File: config.mk
export PLATFORM = sky130hd
export DESIGN_NAME = rstcause_reg
export DESIGN_NICKNAME = d
export VERILOG_FILES = /design/src/rtl/rc_pkg.sv /design/src/rtl/rc_bus_if.sv /design/src/rtl/rc_cause_flags.sv /design/src/rtl/rc_osc_ctrl.sv /design/src/rtl/rstcause_reg.sv
export SDC_FILE = /design/constraint.sdc
export NUM_CORES = 1
export LEC_CHECK = 0
export BUFFER_PORTS_ARGS = -buffer_cell sky130_fd_sc_hd__buf_2
export CAP_MARGIN = 20
export CORE_MARGIN = 3
export CORE_UTILIZATION = 32
export DETAILED_ROUTE_END_ITERATION = 6
export GPL_ROUTABILITY_DRIVEN = 0
export PLACE_DENSITY_LB_ADDON = 0.15
export SYNTH_ARGS = -nofsm -noshare
export SYNTH_HDL_FRONTEND = slang
export SYNTH_HIERARCHICAL = 1
export SYNTH_SLANG_ARGS = --single-unit
File: constraint.sdc
create_clock -name clk -period 2 [get_ports clk]
set_input_delay 0.3 -clock clk [delete_from_list [all_inputs] [get_ports clk]]
set_output_delay 0.3 -clock clk [all_outputs]
set_load 0.1 [all_outputs]
File: src/rtl/rc_pkg.sv
package rc_pkg;
  localparam int NCAUSE   = 7;
  localparam int FLAG_LSB = 25;
  localparam int RMV_BIT  = 24;
  localparam int EN_BIT   = 0;
  localparam int RDY_BIT  = 1;
  localparam logic [NCAUSE-1:0] POR_FLAGS = 7'b0000111;

  function automatic logic [31:0] pack_status(input logic [NCAUSE-1:0] flags,
                                              input logic en, input logic rdy);
    logic [31:0] w;
    w = '0;
    w[FLAG_LSB +: NCAUSE] = flags;
    w[EN_BIT]  = en;
    w[RDY_BIT] = rdy;
    return w;
  endfunction

  function automatic int cnt_width(input int n);
    return (n < 1) ? 1 : $clog2(n + 1);
  endfunction
endpackage

File: src/rtl/rc_bus_if.sv
module rc_bus_if #(
  parameter int WAIT_STATES = 2
) (
  input  logic clk,
  input  logic sys_rst_n,
  input  logic req,
  input  logic we,
  input  logic lane0,
  input  logic lane3,
  input  logic wbit_rmv,
  input  logic wbit_en,
  output logic ready,
  output logic clr_cmd,
  output logic en_wr,
  output logic en_val
);
  localparam int CW = rc_pkg::cnt_width(WAIT_STATES);
  localparam logic [CW-1:0] LIMIT = CW'(WAIT_STATES);

  logic [CW-1:0] cnt;
  logic          commit;

  assign ready   = req && (cnt == LIMIT);
  assign commit  = ready && we;
  assign clr_cmd = commit && lane3 && wbit_rmv;
  assign en_wr   = commit && lane0;
  assign en_val  = wbit_en;

  always_ff @(posedge clk or negedge sys_rst_n) begin
    if (!sys_rst_n)     cnt <= '0;
    else if (ready)     cnt <= '0;
    else if (req)       cnt <= cnt + 1'b1;
  end

  generate
    if (WAIT_STATES > 0) begin : g_wait_chk
      a_r10_ready_single: assert property (@(posedge clk) disable iff (!sys_rst_n)
        ready |=> !ready);
    end
  endgenerate
endmodule

File: src/rtl/rc_cause_flags.sv
module rc_cause_flags #(
  parameter int N = rc_pkg::NCAUSE,
  parameter logic [N-1:0] INIT = rc_pkg::POR_FLAGS
) (
  input  logic         clk,
  input  logic         por_n,
  input  logic [N-1:0] evt,
  input  logic         clr,
  output logic [N-1:0] flags
);
  generate
    for (genvar i = 0; i < N; i++) begin : g_flag
      always_ff @(posedge clk or negedge por_n) begin
        if (!por_n) flags[i] <= INIT[i];
        else        flags[i] <= evt[i] | (flags[i] & ~clr);
      end
    end
  endgenerate

  a_r2_event_sets: assert property (@(posedge clk) disable iff (!por_n)
    (|evt) |=> ((flags & $past(evt)) == $past(evt)));
  a_r4_clear_all: assert property (@(posedge clk) disable iff (!por_n)
    (clr && (evt == '0)) |=> (flags == '0));
  a_r3_sticky: assert property (@(posedge clk) disable iff (!por_n)
    (!clr) |=> ((flags & $past(flags)) == $past(flags)));
  a_r6_no_sw_set: assert property (@(posedge clk) disable iff (!por_n)
    (evt == '0) |=> ((flags & ~$past(flags)) == '0));
endmodule

File: src/rtl/rc_osc_ctrl.sv
module rc_osc_ctrl (
  input  logic clk,
  input  logic sys_rst_n,
  input  logic wr,
  input  logic wval,
  input  logic stable,
  output logic en,
  output logic rdy
);
  always_ff @(posedge clk or negedge sys_rst_n) begin
    if (!sys_rst_n) begin
      en  <= 1'b0;
      rdy <= 1'b0;
    end else begin
      if (wr) en <= wval;
      rdy <= en & stable;
    end
  end

  a_r9_rdy_needs_en: assert property (@(posedge clk) disable iff (!sys_rst_n)
    rdy |-> $past(en));
  a_r8_en_hold: assert property (@(posedge clk) disable iff (!sys_rst_n)
    (!wr) |=> $stable(en));
endmodule

File: src/rtl/rstcause_reg.sv
module rstcause_reg #(
  parameter int WAIT_STATES = 2
) (
  input  logic                     clk,
  input  logic                     por_n,
  input  logic                     sys_rst_n,
  input  logic [rc_pkg::NCAUSE-1:0] cause_evt,
  input  logic                     req,
  input  logic                     we,
  input  logic [3:0]               be,
  input  logic [31:0]              wdata,
  output logic [31:0]              rdata,
  output logic                     ready,
  input  logic                     osc_stable,
  output logic                     osc_en
);
  import rc_pkg::*;

  logic              clr_cmd, en_wr, en_val, osc_rdy;
  logic [NCAUSE-1:0] flags;
  logic              unused_bits;

  assign unused_bits = ^{wdata[31:25], wdata[23:1], be[2:1]};

  rc_bus_if #(.WAIT_STATES(WAIT_STATES)) u_bus (
    .clk(clk), .sys_rst_n(sys_rst_n), .req(req), .we(we),
    .lane0(be[0]), .lane3(be[3]),
    .wbit_rmv(wdata[RMV_BIT]), .wbit_en(wdata[EN_BIT]),
    .ready(ready), .clr_cmd(clr_cmd), .en_wr(en_wr), .en_val(en_val)
  );

  rc_cause_flags #(.N(NCAUSE), .INIT(POR_FLAGS)) u_flags (
    .clk(clk), .por_n(por_n), .evt(cause_evt), .clr(clr_cmd), .flags(flags)
  );

  rc_osc_ctrl u_osc (
    .clk(clk), .sys_rst_n(sys_rst_n), .wr(en_wr), .wval(en_val),
    .stable(osc_stable), .en(osc_en), .rdy(osc_rdy)
  );

  assign rdata = pack_status(flags, osc_en, osc_rdy);

  a_r7_reserved_zero: assert property (@(posedge clk) disable iff (!sys_rst_n)
    rdata[RMV_BIT:2] == '0);
  a_r5_event_wins: assert property (@(posedge clk) disable iff (!por_n)
    (clr_cmd && (cause_evt != '0)) |=> (rdata[31:25] == $past(cause_evt)));
endmodule

Word level (Yosys, flattened, before mapping)
Cells that the tools add are included.
{"block": "word_totals", "register_bits": 11, "latchBits": 0, "ramBits": 0, "mem_bits_ro": 0, "output_inout_bits": 34, "n_memories": 0}
{"block": "classes", "n_addsub": 1, "multipliers": 0, "n_div": 0, "order_cmp": 0, "eq_ne": 1, "n_shift": 0, "n_mux": 2, "n_bitwise": 16, "n_reduce_logical": 6}
{"operator": "1-bit AND", "n": 8}
{"operator": "1-bit bitwise OR", "n": 7}
{"operator": "1-bit logical AND", "n": 5}
{"operator": "2-bit two-way mux", "n": 2}
{"operator": "2-bit by 1-bit adder with 2-bit output (second input constant)", "n": 1}
{"operator": "2-bit equality test (second input constant)", "n": 1}
{"operator": "2-bit nonzero test", "n": 1}
{"operator": "1-bit NOT", "n": 1}

Longest topological paths before layout
Gate-level depths: netlist of the first run.
{"block": "logic_depth", "depth_word": 8, "mapped_depth": 4, "mapped_depth_nobuf": 4}

By module
The synthesis of the first run kept the hierarchy.
{"mod": "rc_cause_flags", "n_inst": 1, "cells_each": 15, "area_per_inst_um2": 235.2, "seq_area_each_um2": 178.9}
{"mod": "rstcause_reg", "n_inst": 1, "cells_each": 26, "area_per_inst_um2": 191.4, "seq_area_each_um2": 0.0}
{"mod": "rc_bus_if", "n_inst": 1, "cells_each": 11, "area_per_inst_um2": 113.9, "seq_area_each_um2": 50.0}
{"mod": "rc_osc_ctrl", "n_inst": 1, "cells_each": 4, "area_per_inst_um2": 71.3, "seq_area_each_um2": 50.0}

Least setup slack after synthesis of the first run
No wires, ideal clock.
{"block": "synth_path", "path_type": "reg-to-output", "startpoint": "register u_osc.en", "endpoint": "output rdata[0]", "arrival_time_ps": 1350, "required_time_ps": 1700, "slack_ps": 350, "stages_incl_launch_ff": 2, "path_buffers": 1, "path_cell_list": "dfrtp_1 buf_4"}
{"item": "from (decl)", "line_no": "rc_osc_ctrl.sv:7", "source": "output logic en,"}
{"item": "from (signal assigned)", "line_no": "rc_osc_ctrl.sv:15", "source": "if (wr) en <= wval;"}
{"item": "to (decl)", "line_no": "rstcause_reg.sv:12", "source": "output logic [31:0] rdata,"}
No word-level cell between the ends.

Worst setup path in the final report of the first run
{"block": "layout_path", "startpoint": "register u_bus.cnt[0]", "endpoint": "output ready"}
{"block": "layout_between", "elab_chain_len": 2}
{"item": "from (decl)", "line_no": "rc_bus_if.sv:20", "source": "logic [CW-1:0] cnt;"}
{"item": "from (signal assigned)", "line_no": "rc_bus_if.sv:32", "source": "else if (req) cnt <= cnt + 1'b1;"}
{"item": "2-bit equality test", "line_no": "rc_bus_if.sv:23", "source": "assign ready = req && (cnt == LIMIT);"}
{"item": "1-bit logical AND", "line_no": "rc_bus_if.sv:23"}
{"item": "to (decl)", "line_no": "rstcause_reg.sv:13", "source": "output logic ready,"}
Every way passes these cells.

==> impl_results.md, run 1 <==
- IO Pins: 83
- #FFs+latches synth: 11
- Slew Limit Fails: 0
- Skew final: about 3.3 ps
- FILL cells: between 150 and 200
- CTS Sinks: 11
- Antenna cell count: 0
- Maximum single-stage delay on the critical path: between 400 and 500 ps
- Initial Util: around a third
- Root buffer cell: clkbuf_4
- Max Cap Viol: 0
- Crit Path Category: reg2out
- Internal power: between 0.3 and 0.4 mW
- Number of port buffers: 27
- TritonCTS buffer count: 3
- DRT Pass-1 Iters: 2
- Nets: around 140
- Crit-path slowest cell: buf_2
- Post-synthesis simple-gate area fraction: 7.16%
- Psw: around 0.52 mW
- Mapped Area: slightly above 600 sq um
- Sequential Power Share: 29.1%
- First-pass GRT wire length: ~1500 um
- XOR/XNOR Fraction of Synth Area: 0%
- CTS H-tree lvls: 1
- Syn_area_per_cell: about 11 sq um
- DR vias: 407
- Final setup violation count: 0
- Crit path time final: 1600 ps
- Post-Synth Adder-Cell Area: 0%
- Hold crit path type: in2reg
- CP Max Fanout: 3
- Die Y: 49.7 um
- Largest net degree at the start of global routing: 8
- CP startpoint kind: flip-flop
- Vias in the first global route: 349
- Gr ovfl total: 0
- Status: completed
- Largest family of logic cells by synthesized area: buffers and inverters
- Sw frac: ~57%
- Vias/cell: between 3 and 4
- Max Fclk: between 0.6 and 0.7 GHz
- Crit path arrival time: ~1300 ps
- Drt total wl: approximately 970 um
- CORE AREA: roughly 1800 sq um
- Final hold viol count: 0
- Rows: 15
- P_leak: about 0.37 nW
- Synth Area in Compound Gates: 9.41%
- Total track usage: under 10%
- Sum Neg Setup Slack: 0 ps
- Clock power share: 15.9%
- Initial antenna violation count: 0
- Mux contribution to synthesized area: ~4.1%
- Worst Path Required: 1700 ps
- Final Cycle Share: 79.9%
- VDD IR max: 0.000609 V
- Antenna viol nets, final: 0
- Reg clk slew, reported paths: 70 ps
- Drt wl/cell: approximately 8.8 um
- DRC Markers: 0
- Reg area: approximately 280 sq um
- First DRT Iteration DRCs: 1
- RSZ-0062 raised after global routing: false
- Synth-to-layout area growth: 16.4%
- Hold WS: 209 ps
- Syn. warnings: 6
- Pwr/cell area: roughly 1300 nW/um^2
- Die ar.: around 2500 sq um
- Share of cells above drive strength 1: a little over two fifths
- Post-CTS resize count: 0
- Kind of end point of the critical path: output pin
- Synth Instances: 56
- CTS tree: built
- Part of the power in combinational logic: between 50% and 60%
- Die width: about 50 um
- Sequential-to-total area share from yosys stat: a little under half
- Later-pin clock latency in the skew report: 260 ps
- Detailed Place HPWL: a little over 800 um
- Clk buf depth: 2
- Unique masters post-synth: 15
- Multi-input logic area: 213 sq um
- Crit-path cells: and3b_2, buf_2
==> metal layers <==
metal	routed length (um)	global-route usage [%]	share of wire [%]	up-vias
met1	339	8.30	35	188
met3	149	6.95	15	0
met5	0	0	0	-
li1	-	-	-	189
met4	0	1.38	0	0
met2	482	13.2	50	30
==> critical path: cells and delay by family (launching register included) <==
family	cells	cell delay, ps
buffers and inverters	1	420
flip-flops	1	370
AND/OR/NAND/NOR	1	240
==> timing repair <==
| action | 4_1_cts | 5_1_grt |
|---|---|---|
| endpoints found under the hold margin | 8 | 0 |
| buffers inserted | 0 | 0 |
| endpoints found under the setup margin | 0 | 0 |
| hold buffers | 2 | 0 |
==> Yosys cell counts <==
cell / instances / area share (%)
and2_1: 1 / 1.0
dfstp_2: 3 / 13
nand2b_1: 2 / 2.0
buf_4: 26 / 32
mux2_4: 1 / 2.5
inv_2: 1 / 0.61
and4_1: 1 / 1.4
mux2i_1: 1 / 1.6
dfrtp_1: 8 / 33
a21o_1: 7 / 8.6
o21ai_0: 1 / 0.82
inv_1: 1 / 0.61
and3_1: 1 / 1.0
and3b_2: 1 / 1.6
conb_1: 1 / 0.61
==> area by class of cell <==
cell class	count	share of cell area [%]
flip-flops and latches	11	39.2
multi-input cells	39	29.9
repair buffers	29	21.8
well taps	25	4.39
clock buffers	4	3.69
inverters	2	1.05
==> metrics by stage <==
| stage | worst slack (ps) | instances | cell area, sq um | util (%) | power, mW |
|---|---|---|---|---|---|
| 2_1_floorplan | 350 | 78 | 694 | - | 0.770 |
| 3_3_place_gp | 676 | 104 | 666 | 37.7 | 0.766 |
| 3_5_place_dp | 664 | 104 | 666 | 37.7 | 0.767 |
| 4_1_cts | 385 | 110 | 712 | 40.4 | 0.920 |
| 5_1_grt | 335 | 110 | 712 | 40.4 | 0.948 |
| 6_report | 402 | 110 | 712 | 40.4 | 0.908 |
==> power groups by stage <==
stage / clock (mW) / sequential [mW] / combinational [mW]
after floorplan: 0 / 0.358 / 0.412
after global placement: 0 / 0.270 / 0.496
after detailed placement: 0 / 0.270 / 0.497
after CTS: 0.154 / 0.266 / 0.500
after global routing: 0.167 / 0.270 / 0.511
final: 0.145 / 0.265 / 0.499
==> registers in the layout, summed over array words and instances, names as in the netlist <==
register,cells
u_bus/cnt,2
u_flags/flags,7
u_osc/en,1
u_osc/rdy,1
==> cells in the final DEF, fill, tap and decap left out <==
cell | synthesis | routed
buf_2 | 0 | 27
conb_1 | 1 | 23
dfrtp_1 | 8 | 8
a21o_1 | 7 | 7
clkbuf_4 | 0 | 3
dfstp_2 | 3 | 3
dlygate4sd3_1 | 0 | 2
nand2b_1 | 2 | 2
clkbuf_1 | 0 | 1
and3b_2 | 1 | 1
and4_1 | 1 | 1
and3_1 | 1 | 1
inv_1 | 1 | 1
o21ai_0 | 1 | 1
mux2i_1 | 1 | 1
inv_2 | 1 | 1
and2_1 | 1 | 1
mux2_4 | 1 | 1
==> worst paths after layout <==
path	startpoint	endpoint	slack [ps]	cells past startpoint
setup / recovery	u_bus/cnt[0]$_DFFE_PN0P_	ready	400	2
hold / removal	cause_evt[4]	u_flags/flags[4]$_DFF_PN0_	210	2
setup reg to reg	u_bus/cnt[0]$_DFFE_PN0P_	u_osc/en$_DFFE_PN0P_	800	3
hold reg to reg	u_flags/flags[6]$_DFF_PN0_	u_flags/flags[6]$_DFF_PN0_	470	1
max in group asynchronous	por_n	u_flags/flags[2]$_DFF_PN1_	1380	2
min in group asynchronous	sys_rst_n	u_bus/cnt[1]$_DFFE_PN0P_	370	2
==> cells by family (layout without fill, tap and decap cells) <==
family / count (synthesis) / after routing
buffers and inverters: 28 / 35
AO/OA/AOI/OAI: 8 / 8
multiplexers: 2 / 2
flip-flops: 11 / 11
other: 1 / 23
AND/OR/NAND/NOR: 6 / 6
Note: power is estimated with default switching activity, not from simulation.
==> run 2: changes to the inputs <==
--- a/config.mk
+++ b/config.mk
@@ -8,7 +8,7 @@
 export BUFFER_PORTS_ARGS = -buffer_cell sky130_fd_sc_hd__buf_2
 export CAP_MARGIN = 20
 export CORE_MARGIN = 3
-export CORE_UTILIZATION = 32
+export CORE_UTILIZATION = 27
 export DETAILED_ROUTE_END_ITERATION = 6
 export GPL_ROUTABILITY_DRIVEN = 0
 export PLACE_DENSITY_LB_ADDON = 0.15
==> constraint.sdc (replaced) <==
create_clock -name clk -period 1.34 [get_ports clk]
set_input_delay 0.201 -clock clk [delete_from_list [all_inputs] [get_ports clk]]
set_output_delay 0.201 -clock clk [all_outputs]
set_load 0.1 [all_outputs]
==> impl_results.md, run 2 (synthesis gave the netlist of run 1 again) <==
- Status: finished, violations left (was completed)
- Failing checks: setup timing
- Crit Path Category: reg2out (unchanged)
- Drt wl/cell: 9.51 um (was 8.82 um)
- CORE AREA: 2060 sq um (was 1760 sq um)
- Crit path arrival time: 1140 ps (was 1300 ps)
- Sequential Power Share: 28.8% (was 29.1%)
- Die width: 53.6 um (was 49.7 um)
- Slew Limit Fails: 0 (unchanged)
- Hold crit path type: in2reg (unchanged)
- Detailed Place HPWL: 866 um (was 829 um)
- Vias in the first global route: 364 (was 349)
- Sum Neg Setup Slack: -0.517 ps (was 0 ps)
- CTS H-tree lvls: 1 (unchanged)
- Psw: 0.794 mW (was 0.522 mW)
- RSZ-0062 raised after global routing: true (was false)
- Max reg flops: 7 (unchanged)
- P_leak: 0.395 nW (was 0.371 nW)
- Pwr/cell area: 1790 nW/um^2 (was 1280 nW/um^2)
- Sw frac: 57.1% (was 57.4%)
- Part of the power in combinational logic: 55.2% (was 55.0%)
- Largest register by flop count: u_flags/flags (unchanged)
- Total track usage: 8.13% (was 8.26%)
- CTS Sinks: 11 (unchanged)
- Number of port buffers: 27 (unchanged)
- Post-CTS resize count: 0 (unchanged)
- Clk buf depth: 2 (unchanged)
- DRT Pass-1 Iters: 1 (was 2)
- Skew final: 5.76 ps (was 3.34 ps)
- Reg clk slew, reported paths: 70 ps (about the same)
- Later-pin clock latency in the skew report: 260 ps (about the same)
- TritonCTS buffer count: 3 (unchanged)
- First DRT Iteration DRCs: 0 (was 1)
- Max Fclk: 0.746 GHz
- Crit path time final: between 1000 and 1500 ps
- Final Cycle Share: 100%
- Final hold viol count: 0 (unchanged)
- DRC Markers: 0 (unchanged)
- Worst r2r src: u_bus/cnt[0]$_DFFE_PN0P_ (unchanged)
- Crit. Startpoint: u_bus/cnt[0]$_DFFE_PN0P_ (unchanged)
- Final WS setup: -0.517 ps (was 402 ps)
- Top Registers: u_flags/flags: 7 flops, u_bus/cnt: 2 flops (unchanged)
- Clock power share: 16.1% (was 15.9%)
- Synth-to-layout area growth: 27.2% (was 16.4%)
- CP startpoint kind: flip-flop (unchanged)
- Rows: 16 (was 15)
- Drt total wl: 1070 um (was 970 um)
- Initial antenna violation count: 0 (unchanged)
- First-pass GRT wire length: 1610 um (was 1520 um)
- Largest net degree at the start of global routing: 8 (unchanged)
- CP Max Fanout: 3 (unchanged)
- Gr ovfl total: 0 (unchanged)
- Die Y: 53.6 um (was 49.7 um)
- DP Worst Slack: 63.9 ps (was 664 ps)
- Nets: 135 (unchanged)
- VDD IR max: 0.000843 V (was 0.000609 V)
- DR vias: 413 (was 407)
- Antenna cell count: 0 (unchanged)
- Worst Path Required: 1140 ps (was 1700 ps)
- Die ar.: 2870 sq um (was 2470 sq um)
- Vias/cell: 3.69 (was 3.70)
- Hold path start: cause_evt[3] (was cause_evt[4])
- Hold WS: 107 ps (was 209 ps)
- Internal power: 0.598 mW (was 0.387 mW)
- Initial Util: 29.7% (was 34.7%)
- Share of cells above drive strength 1: 43.5% (was 42.4%)
- Final setup violation count: 1 (was 0)
- CTS tree: built (unchanged)
- Root buffer cell: clkbuf_4 (unchanged)
- Antenna viol nets, final: 0 (unchanged)
- IO Pins: 83 (unchanged)
- Commonest cells after routing, fill and taps aside: conb_1 (23), buf_2 (23), dfrtp_1 (7), a21o_1 (7), buf_12 (4) (was buf_2 (27), conb_1 (23), dfrtp_1 (8), a21o_1 (7))
- Max Cap Viol: 0 (unchanged)
- Kind of end point of the critical path: output pin (unchanged)
run 2: cell types whose count changed in the layout (fill, tap and decap cells not counted):
cell	previous run	this run
buf_2	27	23
dfrtp_2	0	1
and3b_4	0	1
dfrtp_1	8	7
buf_12	0	4
and3b_2	1	0
run 2: metal layers:
metal,global-route usage (%),vias to the layer above,wire (um)
met5,0,-,0
met4,5.11,0,22
met3,4.16,2,159
met2,12.2,29,501
met1,9.03,194,382
li1,-,188,-
run 2: worst max-delay path, stage by stage (launching register included):
cell and delay (ps):
dfrtp_1 380, and3b_4 320, buf_12 170
run 2: repair_timing:
item	CTS	global route
pin swaps	0	0
setup endpoints to repair	1	1
setup buffers	0	0
hold buffers	2	0
cloned	0	0
endpoints found under the hold margin	11	0
run 2: worst paths after layout:
check | end | slack [ps] | cells past startpoint
worst max-delay path | ready | -0.5 | 2
worst min-delay path | u_flags/flags[3]$_DFF_PN0_ | 110 | 2
worst max register to register | u_osc/en$_DFFE_PN0P_ | 50 | 3
worst min register to register | u_flags/flags[6]$_DFF_PN0_ | 480 | 1
max in group asynchronous | u_flags/flags[1]$_DFF_PN1_ | 800 | 2
min in group asynchronous | u_bus/cnt[1]$_DFFE_PN0P_ | 270 | 2
run 2: area by class of cell:
cell class	instances	area [sq um]
fillers	219	1280
clock buffers	4	26.3
multi-input cells	39	215
repair buffers	29	215
flip-flops and latches	11	280
inverters	2	7.51
well taps	27	33.8
run 2: metrics by stage:
step	utilization, %	cell area, sq um	std cells	total power, mW
after floorplan	-	698	78	1.16
after global placement	35.5	732	106	1.17
after detailed placement	35.5	732	106	1.17
after CTS	37.7	778	112	1.41
after global routing	37.7	778	112	1.45
final	37.7	778	112	1.39
run 2: power by group through the flow:
| stage | clock network [mW] | registers [mW] | logic (mW) |
|---|---|---|---|
| 6_report | 0.224 | 0.401 | 0.768 |
| 5_1_grt | 0.254 | 0.408 | 0.791 |
| 4_1_cts | 0.236 | 0.402 | 0.769 |
| 3_5_place_dp | 0 | 0.407 | 0.764 |
| 3_3_place_gp | 0 | 0.406 | 0.762 |
| 2_1_floorplan | 0 | 0.538 | 0.617 |
